File: src/rtl/uart_frame_tx.sv
module uart_frame_tx #(
  parameter int BIT_TICKS = 16,
  parameter int DW = 8
) (
  input  logic          clk,
  input  logic          rst_n,
  input  logic          baud_tick,
  input  logic          wr_en,
  input  logic [DW-1:0] wr_data,
  input  logic [1:0]    len_sel,
  input  logic          par_en,
  input  logic          par_even,
  input  logic          par_stick,
  input  logic          stop_sel,
  input  logic          brk,
  output logic          txd,
  output logic          hold_empty,
  output logic          tx_empty
);
  localparam int CW = $clog2(2 * BIT_TICKS + 1);
  localparam logic [CW-1:0] ONE_BIT  = CW'(BIT_TICKS);
  localparam logic [CW-1:0] ONE_HALF = CW'(BIT_TICKS + BIT_TICKS / 2);
  localparam logic [CW-1:0] TWO_BITS = CW'(2 * BIT_TICKS);

  typedef enum logic [2:0] {S_IDLE, S_START, S_DATA, S_PAR, S_STOP} st_t;

  st_t           st;
  logic [CW-1:0] cnt, lim, fr_stop;
  logic [2:0]    bidx, fr_last;
  logic [DW-1:0] shreg, hold, mask;
  logic          hold_full, fr_pen, fr_pbit;
  logic          last_tick, done, load, line, ones;

  assign mask      = {DW{1'b1}} >> (2'd3 - len_sel);
  assign ones      = ^(hold & mask);
  assign lim       = (st == S_STOP) ? fr_stop : ONE_BIT;
  assign last_tick = baud_tick && (st != S_IDLE) && (cnt == lim - 1'b1);
  assign done      = last_tick && (st == S_STOP);
  assign load      = hold_full && ((st == S_IDLE) || done);

  always_comb begin
    case (st)
      S_START: line = 1'b0;
      S_DATA:  line = shreg[0];
      S_PAR:   line = fr_pbit;
      default: line = 1'b1;
    endcase
  end

  assign txd        = brk ? 1'b0 : line;
  assign hold_empty = !hold_full;
  assign tx_empty   = !hold_full && (st == S_IDLE);

  always_ff @(posedge clk or negedge rst_n) begin
    if (!rst_n) begin
      hold      <= '0;
      hold_full <= 1'b0;
    end else begin
      if (load)  hold_full <= 1'b0;
      if (wr_en) begin
        hold      <= wr_data;
        hold_full <= 1'b1;
      end
    end
  end

  always_ff @(posedge clk or negedge rst_n) begin
    if (!rst_n) begin
      st      <= S_IDLE;
      cnt     <= '0;
      bidx    <= '0;
      shreg   <= '0;
      fr_last <= 3'd4;
      fr_pen  <= 1'b0;
      fr_pbit <= 1'b0;
      fr_stop <= ONE_BIT;
    end else if (load) begin
      st      <= S_START;
      cnt     <= '0;
      bidx    <= '0;
      shreg   <= hold & mask;
      fr_last <= 3'd4 + {1'b0, len_sel};
      fr_pen  <= par_en;
      fr_pbit <= par_stick ? !par_even : (par_even ? ones : !ones);
      fr_stop <= !stop_sel ? ONE_BIT : (len_sel == 2'b00 ? ONE_HALF : TWO_BITS);
    end else if (done) begin
      st  <= S_IDLE;
      cnt <= '0;
    end else if (last_tick) begin
      cnt <= '0;
      case (st)
        S_START: st <= S_DATA;
        S_DATA: begin
          shreg <= shreg >> 1;
          bidx  <= bidx + 1'b1;
          if (bidx == fr_last) st <= fr_pen ? S_PAR : S_STOP;
        end
        S_PAR:   st <= S_STOP;
        default: st <= S_IDLE;
      endcase
    end else if (baud_tick && st != S_IDLE) begin
      cnt <= cnt + 1'b1;
    end
  end


  idle_high_chk: assert property (@(posedge clk) disable iff (!rst_n)
    (st == S_IDLE && !brk) |-> txd) else $error("idle line not high");

  start_low_chk: assert property (@(posedge clk) disable iff (!rst_n)
    (st == S_START) |-> !txd) else $error("start bit not low");

  stop_high_chk: assert property (@(posedge clk) disable iff (!rst_n)
    (st == S_STOP && !brk) |-> txd) else $error("stop interval not high");

  brk_low_chk: assert property (@(posedge clk) disable iff (!rst_n)
    brk |-> !txd) else $error("break not forcing line low");

  empty_order_chk: assert property (@(posedge clk) disable iff (!rst_n)
    tx_empty |-> hold_empty) else $error("tx_empty without hold_empty");

  hold_keep_chk: assert property (@(posedge clk) disable iff (!rst_n)
    (!hold_empty && !wr_en && !load) |=> !hold_empty) else $error("held character lost");

  back_to_back_chk: assert property (@(posedge clk) disable iff (!rst_n)
    (done && !hold_empty) |=> (st == S_START)) else $error("queued character not started");

  cnt_range_chk: assert property (@(posedge clk) disable iff (!rst_n)
    cnt < lim) else $error("tick counter beyond limit");
endmodule

File: config.mk
export PLATFORM = sky130hd
export DESIGN_NAME = uart_frame_tx
export DESIGN_NICKNAME = d
export VERILOG_FILES = /design/src/rtl/uart_frame_tx.sv
export SDC_FILE = /design/constraint.sdc
export NUM_CORES = 1
export LEC_CHECK = 0
export BUFFER_PORTS_ARGS = -buffer_cell sky130_fd_sc_hd__buf_4
export CAP_MARGIN = 30
export CORE_MARGIN = 3
export CORE_UTILIZATION = 30
export CTS_CLUSTER_DIAMETER = 30
export DETAILED_ROUTE_END_ITERATION = 16
export RECOVER_POWER = 100
export SLEW_MARGIN = 20
export SYNTH_ARGS = -nofsm -noshare
export SYNTH_HDL_FRONTEND = slang
export SYNTH_SLANG_ARGS = --single-unit
File: constraint.sdc
create_clock -name clk -period 2.4 [get_ports clk]
set_input_delay 0.24 -clock clk [delete_from_list [all_inputs] [get_ports clk]]
set_output_delay 0.24 -clock clk [all_outputs]
set_load 0.05 [all_outputs]
# Yosys cells after proc, flatten, opt, wreduce, memory -nomap -nowiden
# Index checks and enable logic that the tools add are counted.
dict set report word_totals {
  mem_bits_ro 0
  ram_bits 0
  inputBits 19
  memories 0
  latchBits 0
  ff_bits 40
}
dict set report op_classes {
  n_div 0
  magnitude_cmp 0
  n_bitwise 1
  shifts 1
  addsub 5
  eq_ne 8
  n_mux 27
  n_reduce_logical 20
  n_mul 0
}
# cell n
set op_table {}
lappend op_table {{$mux 6} 7}
lappend op_table {{$mux 8} 4}
lappend op_table {{$mux 3} 9}
lappend op_table {{$pmux 3 s3} 1}
lappend op_table {{$and 8x8->8} 1}
lappend op_table {{$reduce_xor 8->1} 1}
lappend op_table {{$shr 8x2->8 const A} 1}
lappend op_table {{$add 6x1->6 const B} 1}
lappend op_table {{$eq 3x2->1 const B} 2}
lappend op_table {{$eq 6x6->1} 1}
lappend op_table {{$reduce_bool 2->1} 3}
lappend op_table {{$reduce_bool 3->1} 2}
lappend op_table {{$sub 6x1->6 const B} 1}
lappend op_table {{$logic_and 1x1->1} 5}
lappend op_table {{$mux 1} 5}
lappend op_table {{$ne 4x4->1 const B} 1}
lappend op_table {{$reduce_bool 4->1} 1}
lappend op_table {{$add 3x1->3 const B} 1}
lappend op_table {{$add 3x2->3 const A} 1}
lappend op_table {{$eq 3x1->1 const B} 1}
lappend op_table {{$eq 3x3->1} 1}
lappend op_table {{$eq 3x3->1 const B} 1}
lappend op_table {{$logic_not 1->1} 3}
lappend op_table {{$logic_not 3->1} 1}
lappend op_table {{other kinds (7)} 7}

# Logic depth before layout (Yosys ltp)
dict set report depth {
  ltp_word 10
  ltp_mapped 10
  ltp_nobuf 8
}

# Least setup slack after synthesis
# No wires, ideal clock.
dict set report synth_path {
  path_kind {register -> register}
  startpoint {register st[2]}
  endpoint {register fr_last[0]}
  path_slack_ns -0.004
  stages_incl_launch_ff 10
  t_required_ns 2.275
  arrival_time_ns 2.279
  period_less_slack_ns 2.404
  cell_sequence {dfrtp_1 inv_1 nor4_1 ha_1 xor2_1 and4_1 a31oi_1 or2_1 buf_2 mux2_4}
}
dict set report synth_between {
  elab_chain_len 8
  elab_cells_between_ends 11
}
# element line
set synth_rtl {}
lappend synth_rtl {{start: declaration} 27} ;# st_t st;
lappend synth_rtl {{start signal: assignment} 96} ;# if (bidx == fr_last) st <= fr_pen ? S_PAR : S_STOP;
lappend synth_rtl {{$eq 3x3->1} {36, 38}}
lappend synth_rtl {{$mux 6} 36} ;# assign lim = (st == S_STOP) ? fr_stop : ONE_BIT;
lappend synth_rtl {{$sub 6x1->6} 37} ;# assign last_tick = baud_tick && (st != S_IDLE) && (cnt == lim - 1'b1);
lappend synth_rtl {{$eq 6x6->1} 37}
lappend synth_rtl {{$logic_and 1x1->1} 37}
lappend synth_rtl {{$logic_and 1x1->1} 38} ;# assign done = last_tick && (st == S_STOP);
lappend synth_rtl {{$logic_or 1x1->1 *} 39} ;# assign load = hold_full && ((st == S_IDLE) || done);
lappend synth_rtl {{$logic_and 1x1->1 *} 39}
lappend synth_rtl {{end signal: assignment} 82} ;# fr_last <= 3'd4 + {1'b0, len_sel};
lappend synth_rtl {{end: declaration} 29} ;# logic [2:0] bidx, fr_last;
# Every way passes the cells marked *; elsewhere a longest branch is shown, timed or not.
# A chain may end at the register's enable or synchronous reset.

# Final worst setup path
dict set report layout_path {
  startpoint {register st[0]}
  endpoint {register fr_pbit}
}
dict set report layout_between {
  elab_chain_len 8
  elab_cells_between_ends 11
}
# element line
set layout_rtl {}
lappend layout_rtl {{$eq 3x3->1} {36, 38}}
lappend layout_rtl {{$mux 6} 36}
lappend layout_rtl {{$sub 6x1->6} 37}
lappend layout_rtl {{$eq 6x6->1} 37}
lappend layout_rtl {{$logic_and 1x1->1} 37}
lappend layout_rtl {{$logic_and 1x1->1} 38}
lappend layout_rtl {{$logic_or 1x1->1 *} 39}
lappend layout_rtl {{$logic_and 1x1->1 *} 39}
lappend layout_rtl {{end signal: assignment} 84} ;# fr_pbit <= par_stick ? !par_even : (par_even ? ones : !ones);
lappend layout_rtl {{end: declaration} 31} ;# logic hold_full, fr_pen, fr_pbit;
# Marks and branches as above.

==> impl_results.md <==
- Ports: 22
- Max_cap viols: 0
- Top_reg_cell synth: dfrtp_1
- Commonest cells post-synth: 35 x dfrtp_1, 19 x o21ai_0, 14 x nand3_1
- CP endpoint kind: flop
- Top cells by area, synth: dfrtp_1 45%, mux2_2 6.3%, o21ai_0 4.8%, nand3_1 3.6%, xnor2_1 3.6%
- Mean area per synthesized cell: 10.3 um^2
- Final Cell Area: 0.00252 mm^2
- CTS clk-pin slew, worst paths: 0.07 ns
- Crit share post-route: 0.973
- Met1 Use GR: 0.176
- Global-route wire length before repair: 7230 um
- Row count: 28
- DRT Pass-1 Iters: 4
- Post-Route WL: 4480 um
- Final Hold Fails: 0
- CP startpoint kind: flop
- Root buf cell: clkbuf_8
- DRC violations left: 0
- Clock Sinks: 36
- Initial Util: 0.320
- Placed cell areas: 0.00232 mm^2
- Post-synthesis register bit count: 36
- Async S/R FF share, synth: 1.00
- Post-synth cell types: 46
- WL per Instance: 14.6 um
- Status: finished, final reports clean
- Worst Tran Pin Value: 0.911 ns
- PD cells: 855 mW/mm^2
- CTS tree: done
- Leak Pwr: 0.00107 uW
- WS Path Type: reg2reg
- Tmin final: 2.34 ns
- Chip width: 86.9 um
- Clk Latency, worst-skew pair: 0.28 ns
- GPL Wtd Cong: 0.809
- DR vias: 1583
- Layout Nets: 254
- # port buffers: 21
- Worst path arrival time: 2.53 ns
- Multi-input gate area: 0.00108 mm^2
- Clock Skew: 0.00423 ns
- Worst min-delay path class: in2reg
- Worst ir drop on vdd: 0.432 mV
- Max Slew Vio Count: 0
- Largest net degree at the start of global routing: 37
- Sum Neg Setup Slack: 0 ns
- Cell Area, Synth: 0.00196 mm^2
- Die area: 0.00755 mm^2
- Synth Net Count: 212
- CP cell instances: and4bb_4 > inv_2 > ha_4 > xor2_2 > and4_4 > a31oi_4 > or2_4 > buf_6 > o31ai_4
- CTS Buf Count: 5
- Seq/Total Area, Yosys: 0.460
- Final Setup Violations: 0
- Met2 Use GR: 0.179
- Most frequent cell after synthesis: dfrtp_1
- Initial DRC count: 59
- Tot GR Track Use: 0.123
- FILL cells: 582
- Crit path max fanout: 5
- Slowest CP cell: dfrtp_1
- CP peak stage delay: 0.40 ns
- Vias per inst: 5.16
- Grt ovf: 0
- Clock Path Buffers: 2
- YS warnings: 0
- Headroom to the max-slew limit: 0.393
- Core box area: 0.00613 mm^2
- Depth of the CTS H-tree: 2
- Fmax: 428 MHz
- Final HPWL DP: 3170 um
- Layout area overhead: 28.4%
- Antenna Nets Post-Route: 0
- Critical Path RT: 2.60 ns
- Post-synth EDFFs: 0
- Gr busiest metal: met2
- Top cell type by total area after synthesis: dfrtp_1
- Chip height: 86.9 um
- Register area: 902 um^2
- Met3 Use GR: 0.0255
- Antenna violations before repair: 0
- Share of cells above drive strength 1: 0.341
- # diodes: 0
- Vias in the first global route: 1495
- Cells after synthesis: 190
- Top cell type's share of synthesized area: 0.446
[layout make-up]
type / instances / area share
clock buffer: 6 / 0.0288
clock inverter: 1 / 0.00199
inverter: 6 / 0.00894
multi-input combinational: 137 / 0.431
sequential: 36 / 0.358
tap: 75 / 0.0373
timing repair buffer: 46 / 0.134
[path summary, 6_finish.rpt]
path / start / endpoint / slack, ns / cells after the start
worst max-delay path: st[0] / fr_pbit / 0.06 / 9
worst min-delay path: wr_data[5] / hold[5] / 0.19 / 2
worst max register to register: st[0] / fr_pbit / 0.06 / 9
worst min register to register: hold[5] / hold[5] / 0.50 / 1
max in group asynchronous: rst_n / hold[6] / 1.21 / 2
min in group asynchronous: rst_n / cnt[3] / 0.63 / 2
[cell usage in the layout, fill, tap and decap left out, types with 2 or more instances in the layout]
cell type  synthesis  routed
o21ai_0           19      19
xnor2_1            8       8
clkbuf_1           9       4
inv_1              6       5
mux2_4             2       2
dfrtp_1           35      35
xor2_2             2       3
nand2_1            7       7
and3_1             2       2
a21oi_1            6       6
nor2_1             9       8
nand2b_1           2       2
clkbuf_8           0       5
xor2_1             4       3
a31oi_1            8       7
nand3_1           14      12
a22o_1             4       4
mux2_2            11      11
ha_1               3       2
nor3b_1            2       2
nor3_1             7       7
o21ai_1            3       3
buf_4              0      40
[worst max-delay path, delay by kind of cell, from the launching register on]
kind | cells | cell delay [ns]
compound gates | 2 | 0.34
buf+inv | 2 | 0.19
flops | 1 | 0.40
simple gates | 3 | 0.92
xor+xnor | 1 | 0.15
fa+ha+maj | 1 | 0.26
[kinds of logic (layout without fill, tap and decap cells)]
kind of cell             count (synthesis)  after routing  share of synthesized area
AND/OR/NAND/NOR                         54             54                      0.156
adder cells (fa/ha/maj)                  3              3                     0.0191
XOR/XNOR                                16             16                     0.0899
buffers and inverters                   17             59                     0.0370
AO/OA/AOI/OAI                           50             50                      0.155
flip-flops                              36             36                      0.460
multiplexers                            14             14                     0.0835
[timing repair]
action                                  in CTS  in global routing
endpoints found under the setup margin       7                 18
pin swaps                                    1                  4
buffers inserted                             1                  3
resized for setup                            2                 14
gates cloned                                 0                  0
hold buffers                                 1                  0
endpoints found under the hold margin       35                  0
[where the power goes]
group | switching, uW | leakage [uW] | internal [uW]
clock network | 209 | 0.0000410 | 197
registers | 133 | 0.000453 | 754
logic | 438 | 0.000572 | 422
total | 780 | 0.00107 | 1370
[through the flow]
stage               setup WS [ns]  instances  hold WS, ns   util  power [uW]
floorplan                  0.0261        190      -0.0556      -        1340
global placement           0.0185        295        0.233  0.378        1610
detailed placement        -0.0722        295        0.231  0.378        1620
CTS                       0.00766        304        0.175  0.395        2060
global route              -0.0330        307        0.174  0.411        2300
finish                     0.0637        307        0.186  0.411        2150
[state kept, by name, indices dropped and copies added (netlist names), 2 cells and up]
name	count
bidx	3
cnt	6
fr_last	2
fr_stop	3
hold	8
shreg	8
st	3
[layer usage]
layer	vias up	share of wire
met2	37	0.46
met3	5	0.039
met1	776	0.49
met4	0	0.012
met5	-	0
li1	765	-
Power figures use the tool's default switching activity.
